===== config.mk =====
export PLATFORM = sky130hd
export DESIGN_NAME = static_branch_predictor
export DESIGN_NICKNAME = d
export VERILOG_FILES = /design/src/rtl/sbp_pkg.sv /design/src/rtl/sbp_policy.sv /design/src/rtl/sbp_addr_gen.sv /design/src/rtl/sbp_recovery.sv /design/src/rtl/static_branch_predictor.sv
export SDC_FILE = /design/constraint.sdc
export NUM_CORES = 1
export LEC_CHECK = 0
export ABC_AREA = 0
export BUFFER_PORTS_ARGS = -buffer_cell sky130_fd_sc_hd__buf_2
export CORE_UTILIZATION = 50
export CTS_CLUSTER_SIZE = 30
export DETAILED_ROUTE_END_ITERATION = 6
export GPL_ROUTABILITY_DRIVEN = 0
export PLACE_DENSITY = 0.83
export SYNTH_ARGS = -nofsm -noshare
export SYNTH_HDL_FRONTEND = slang
export SYNTH_SLANG_ARGS = --single-unit
export TNS_END_PERCENT = 5

===== constraint.sdc =====
create_clock -name clk -period 4.11 [get_ports clk]
set_input_delay 0.6165 -clock clk [delete_from_list [all_inputs] [get_ports clk]]
set_output_delay 0.6165 -clock clk [all_outputs]
set_load 0.02 [all_outputs]

===== src/rtl/sbp_pkg.sv =====
package sbp_pkg;

  typedef enum logic [1:0] {
    POL_FIXED_NT = 2'b00,
    POL_OPCODE   = 2'b01,
    POL_DISP     = 2'b10,
    POL_HINT     = 2'b11
  } policy_e;

endpackage


===== src/rtl/sbp_policy.sv =====
module sbp_policy
  import sbp_pkg::*;
#(
  parameter int                OPC_W          = 3,
  parameter int                DISP_W         = 12,
  parameter logic [(1<<OPC_W)-1:0] OPC_TAKEN_MASK = 8'hA5
) (
  input  logic [OPC_W-1:0]  opc,
  input  logic [DISP_W-1:0] disp,
  input  logic              hint,
  input  logic [1:0]        policy_sel,
  output logic              guess
);

  localparam int NUM_OPC = 1 << OPC_W;

  logic [NUM_OPC-1:0] opc_tbl;

  // one table entry per opcode class
  for (genvar g = 0; g < NUM_OPC; g++) begin : g_tbl
    assign opc_tbl[g] = OPC_TAKEN_MASK[g];
  end

  always_comb begin
    unique case (policy_e'(policy_sel))
      POL_FIXED_NT: guess = 1'b0;
      POL_OPCODE:   guess = opc_tbl[opc];
      POL_DISP:     guess = disp[DISP_W-1];
      POL_HINT:     guess = hint;
      default:      guess = 1'b0;
    endcase
  end

endmodule


===== src/rtl/sbp_addr_gen.sv =====
module sbp_addr_gen #(
  parameter int PC_W        = 32,
  parameter int DISP_W      = 12,
  parameter int INSTR_BYTES = 4
) (
  input  logic [PC_W-1:0]   pc,
  input  logic [DISP_W-1:0] disp,
  output logic [PC_W-1:0]   seq_pc,
  output logic [PC_W-1:0]   tgt_pc
);

  localparam logic [PC_W-1:0] STEP = PC_W'(INSTR_BYTES);

  logic [PC_W-1:0] disp_ext;

  assign disp_ext = {{(PC_W-DISP_W){disp[DISP_W-1]}}, disp};
  assign seq_pc   = pc + STEP;
  assign tgt_pc   = pc + disp_ext;

endmodule


===== src/rtl/sbp_recovery.sv =====
module sbp_recovery #(
  parameter int PC_W = 32
) (
  input  logic            clk,
  input  logic            rst_n,
  input  logic            cap_en,
  input  logic            guess,
  input  logic [PC_W-1:0] seq_pc,
  input  logic [PC_W-1:0] tgt_pc,
  input  logic            res_valid,
  input  logic            res_taken,
  output logic            pending,
  output logic            flush,
  output logic [PC_W-1:0] redirect_pc
);

  logic            pend_q, pend_n;
  logic            guess_q;
  logic [PC_W-1:0] seq_q, tgt_q;
  logic            flush_q, flush_n;
  logic [PC_W-1:0] redir_q, redir_n;
  logic            save_en;
  logic            mismatch;

  assign save_en  = cap_en && !pend_q;
  assign mismatch = pend_q && res_valid && (res_taken != guess_q);

  always_comb begin
    pend_n  = pend_q;
    flush_n = 1'b0;
    redir_n = redir_q;
    if (pend_q) begin
      if (res_valid) begin
        pend_n = 1'b0;
      end
    end else if (cap_en) begin
      pend_n = 1'b1;
    end
    if (mismatch) begin
      flush_n = 1'b1;
      redir_n = res_taken ? tgt_q : seq_q;
    end
  end

  always_ff @(posedge clk or negedge rst_n) begin
    if (!rst_n) begin
      pend_q  <= 1'b0;
      flush_q <= 1'b0;
    end else begin
      pend_q  <= pend_n;
      flush_q <= flush_n;
    end
  end

  // both alternate addresses saved when a branch is accepted
  always_ff @(posedge clk or negedge rst_n) begin
    if (!rst_n) begin
      guess_q <= 1'b0;
      seq_q   <= '0;
      tgt_q   <= '0;
    end else if (save_en) begin
      guess_q <= guess;
      seq_q   <= seq_pc;
      tgt_q   <= tgt_pc;
    end
  end

  always_ff @(posedge clk or negedge rst_n) begin
    if (!rst_n) begin
      redir_q <= '0;
    end else if (mismatch) begin
      redir_q <= redir_n;
    end
  end

  assign pending     = pend_q;
  assign flush       = flush_q;
  assign redirect_pc = redir_q;

  p_flush_single_r8: assert property (@(posedge clk) disable iff (!rst_n)
    flush |=> !flush);

  p_flush_cause_r8: assert property (@(posedge clk) disable iff (!rst_n)
    flush |-> $past(res_valid) && !pending);

  p_idle_resolve_r9: assert property (@(posedge clk) disable iff (!rst_n)
    (res_valid && !pending) |=> !flush);

  p_hold_on_stall_r6: assert property (@(posedge clk) disable iff (!rst_n)
    (cap_en && pending && !res_valid) |=> pending && $stable(seq_q) && $stable(tgt_q));

endmodule


===== src/rtl/static_branch_predictor.sv =====
module static_branch_predictor
  import sbp_pkg::*;
#(
  parameter int                    PC_W           = 32,
  parameter int                    DISP_W         = 12,
  parameter int                    OPC_W          = 3,
  parameter int                    INSTR_BYTES    = 4,
  parameter logic [(1<<OPC_W)-1:0] OPC_TAKEN_MASK = 8'hA5
) (
  input  logic              clk,
  input  logic              rst_n,
  input  logic              br_valid,
  input  logic [PC_W-1:0]   br_pc,
  input  logic [OPC_W-1:0]  br_opc,
  input  logic [DISP_W-1:0] br_disp,
  input  logic              br_hint,
  input  logic [1:0]        policy_sel,
  input  logic              res_valid,
  input  logic              res_taken,
  output logic              pred_taken,
  output logic [PC_W-1:0]   pred_npc,
  output logic              fetch_stall,
  output logic              flush,
  output logic [PC_W-1:0]   redirect_pc
);

  logic            guess;
  logic [PC_W-1:0] seq_pc, tgt_pc;
  logic            pending;

  sbp_policy #(
    .OPC_W          (OPC_W),
    .DISP_W         (DISP_W),
    .OPC_TAKEN_MASK (OPC_TAKEN_MASK)
  ) u_policy (
    .opc        (br_opc),
    .disp       (br_disp),
    .hint       (br_hint),
    .policy_sel (policy_sel),
    .guess      (guess)
  );

  sbp_addr_gen #(
    .PC_W        (PC_W),
    .DISP_W      (DISP_W),
    .INSTR_BYTES (INSTR_BYTES)
  ) u_addr (
    .pc     (br_pc),
    .disp   (br_disp),
    .seq_pc (seq_pc),
    .tgt_pc (tgt_pc)
  );

  sbp_recovery #(
    .PC_W (PC_W)
  ) u_recov (
    .clk         (clk),
    .rst_n       (rst_n),
    .cap_en      (br_valid),
    .guess       (guess),
    .seq_pc      (seq_pc),
    .tgt_pc      (tgt_pc),
    .res_valid   (res_valid),
    .res_taken   (res_taken),
    .pending     (pending),
    .flush       (flush),
    .redirect_pc (redirect_pc)
  );

  assign pred_taken  = br_valid && guess;
  assign pred_npc    = guess ? tgt_pc : seq_pc;
  assign fetch_stall = br_valid && pending;

  p_fixed_seq_r2: assert property (@(posedge clk) disable iff (!rst_n)
    (br_valid && policy_sel == 2'b00) |-> !pred_taken &&
      pred_npc == br_pc + PC_W'(INSTR_BYTES));

  p_back_taken_r3: assert property (@(posedge clk) disable iff (!rst_n)
    (br_valid && policy_sel == 2'b10 && br_disp[DISP_W-1]) |->
      pred_taken && pred_npc == br_pc + {{(PC_W-DISP_W){1'b1}}, br_disp});

  p_hint_follow_r5: assert property (@(posedge clk) disable iff (!rst_n)
    (br_valid && policy_sel == 2'b11) |-> pred_taken == br_hint);

endmodule


==> qor.yml <==
status: "complete, no violations"
io_buffer_count: 120
root_buffer: "clkbuf_16"
ys_warn_count: 0
clockBufferDepth: 2
reg2reg_from: "u_recov.pending"
fin_crit_sh_pct: 95.8
r2r_end: "u_recov.tgt_q[30]"
cp_max_fo: 5
mappedNetlistNets: 892
ys_ff_latch: 99
dpl-instance-area_um2: 7550
cts_resized: 0
final_area_um2: 7870
antenna_found_initial: 2
multi_input_area_um2: 4070
netlist_instances: 804
syn_area_um2: 6760
vdd_drop_max_mv: 0.204
numCtsBuffers: 9
final_common_cell: "nand2_1"
clk-insertion-delay-late_ns: 0.35
ys.flop_type: "dfrtp_1"
ff2ff_path_depth: 3
dp.cells: 1074
synth.avg_cell_area_um2: 8.41
fp.dieW_um: 118
relSlewSlack_pct: 28.9
r2r_slack_ns: 2.07
grt_use_total_pct: 25.3
cts.sinks: 99
stdcell_count: 1092
wl_per_cell_um: 15.8
slew_viol_final: 0
cap_violations: 0
cts_tree: "built"
grt_pass1_vias: 5775
layout_common_cells: "nand2_1, buf_2, dfrtp_1"
ctsHoldBuffers: 0
hpwl_um: 12800
setup_tns_ns: 0
syn2layout_area_growth_pct: 16.4
grt_max_degree: 115
grt_use_met3_pct: 2.85
design.core.area_um2: 13200
crit_arrival_ns: 3.32
met1_usage_pct: 35.2
grt_overflow: 0
endpoint: "pred_npc[28]"
rsz0062_at_grt: "no"
drive_gt1_share_pct: 18.7
clkTransAtPathRegs_ns: 0.07
synth_edf_count: 0
worst_pin_slew_ns: 1.07
max_freq_mhz: 254
ys_types: 66
drt-initial-drc-count: 433
p_total_mw: 3.83
crit_path_start: "br_pc[0]"
fin_crit_ns: 3.94
cp-end-kind: "primary output"
hold_slack_ns: 0.403
fillers: 1158
crit_type: "in -> out"
io_pins: 122
htreeDepth: 3
required_ns: 3.49
seqCellArea_um2: 2480
dieArea_um2: 14000
std_cell_rows: 42
via_count: 6195
post-route-util_pct: 59.6
route.detailed.drc: 0
ys_async_sr_fraction_pct: 100
grt_pass1_wl_um: 28300
die_h_um: 118
min_path_type: "in -> async"
detail-route-antenna-nets: 0
timing.final.ws_setup_ns: 0.173
fin_nets: 997
pwr_density_cell_nw_per_um2: 487
place_worst_setup_slack_ns: 0.170
power.leakage_nw: 3.76
grtUsageMet2_pct: 39.8
start_util_pct: 51.2
yosysSeqAreaShare_pct: 36.7
routed_wl_um: 17200
finalSetupViolCount: 0
start_kind: "input port"
grt.busiest_layer: "met2"
skew_ns: 0.00557
drtPass1Iterations: 5
finalHoldViolations: 0
via_per_inst: 5.67
==> worst min path at each step <==
stage                                 from               end  cells past startpoint  slack, ns
final                                rst_n     u_recov.flush                      1       0.40
after global routing             res_valid   u_recov.pending                      2       0.47
after CTS                        res_valid   u_recov.pending                      2       0.45
after detailed placement  u_recov.seq_q[8]  u_recov.seq_q[8]                      2       0.46
after global placement    u_recov.seq_q[8]  u_recov.seq_q[8]                      2       0.46
after floorplan                      rst_n     u_recov.flush                      0       0.32
==> power by group <==
| part | internal (mW) | leakage (nW) | total, mW | switching (mW) |
|---|---|---|---|---|
| registers | 1.31 | 1.19 | 1.48 | 0.166 |
| clock network | 0.508 | 0.152 | 0.886 | 0.378 |
| logic | 0.538 | 2.42 | 1.47 | 0.933 |
==> timing repair <==
item,CTS,global route
endpoints found under the hold margin,0,0
buffers inserted,0,0
endpoints found under the setup margin,0,2
==> cell usage after synthesis, types with 6 or more instances <==
library cell | number | area, um2
a21o_1 | 14 | 105
a21oi_1 | 67 | 335
and3_1 | 14 | 87.6
buf_1 | 6 | 22.5
buf_2 | 6 | 30.0
clkbuf_1 | 29 | 109
dfrtp_1 | 99 | 2480
ha_1 | 32 | 400
inv_1 | 13 | 48.8
mux2i_1 | 47 | 470
nand2_1 | 145 | 544
nand3_1 | 25 | 125
nand4_1 | 12 | 75.1
nor2_1 | 64 | 240
nor3_1 | 10 | 50.1
o21a_1 | 8 | 60.1
o21ai_0 | 59 | 295
o21ai_1 | 7 | 35.0
o31ai_1 | 6 | 45.0
xnor2_1 | 23 | 201
xor2_1 | 30 | 263
==> cells by family (layout without fill, tap and decap cells) <==
kind of cell	after synthesis	after routing	share of synthesized area [%]
AND/OR/NAND/NOR	304	304	20.5
other	0	2	0
multiplexers	48	48	7.13
flip-flops	99	99	36.7
AO/OA/AOI/OAI	211	211	19.3
buffers and inverters	56	166	3.39
adder cells (fa/ha/maj)	33	33	6.22
XOR/XNOR	53	53	6.87
==> critical path, cell delays in order <==
cell,delay [ns]
buf_2,0.11
ha_1,0.26
fa_1,0.42
a211oi_2,0.28
o211ai_1,0.21
a311oi_1,0.27
buf_4,0.17
a31oi_1,0.13
o21ai_2,0.28
nor2_1,0.10
a2111oi_2,0.24
buf_2,0.23
==> area by class of cell <==
class                           count  share of cell area [%]
Antenna cell                        2                  0.0636
Multi-Input combinational cell    649                    51.8
Clock buffer                       11                    3.21
Timing Repair Buffer              137                    9.29
Clock inverter                      5                   0.763
Sequential cell                    99                    31.5
Tap cell                          176                    2.80
Inverter                           13                   0.620
==> layer usage <==
layer / up-vias / share of wire [%] / wire (um)
li1: 3071 / - / -
met1: 2885 / 47 / 8050
met2: 203 / 45 / 7840
met3: 36 / 5.3 / 919
met4: 0 / 2.5 / 439
met5: - / 0 / 0
==> sequential cells by signal, summed over array words and instances, names as in the netlist <==
signal               cells
u_recov.flush            1
u_recov.redirect_pc     32
u_recov.seq_q           32
u_recov.guess_q          1
u_recov.tgt_q           32
u_recov.pending          1
Power figures use the tool's default switching activity.
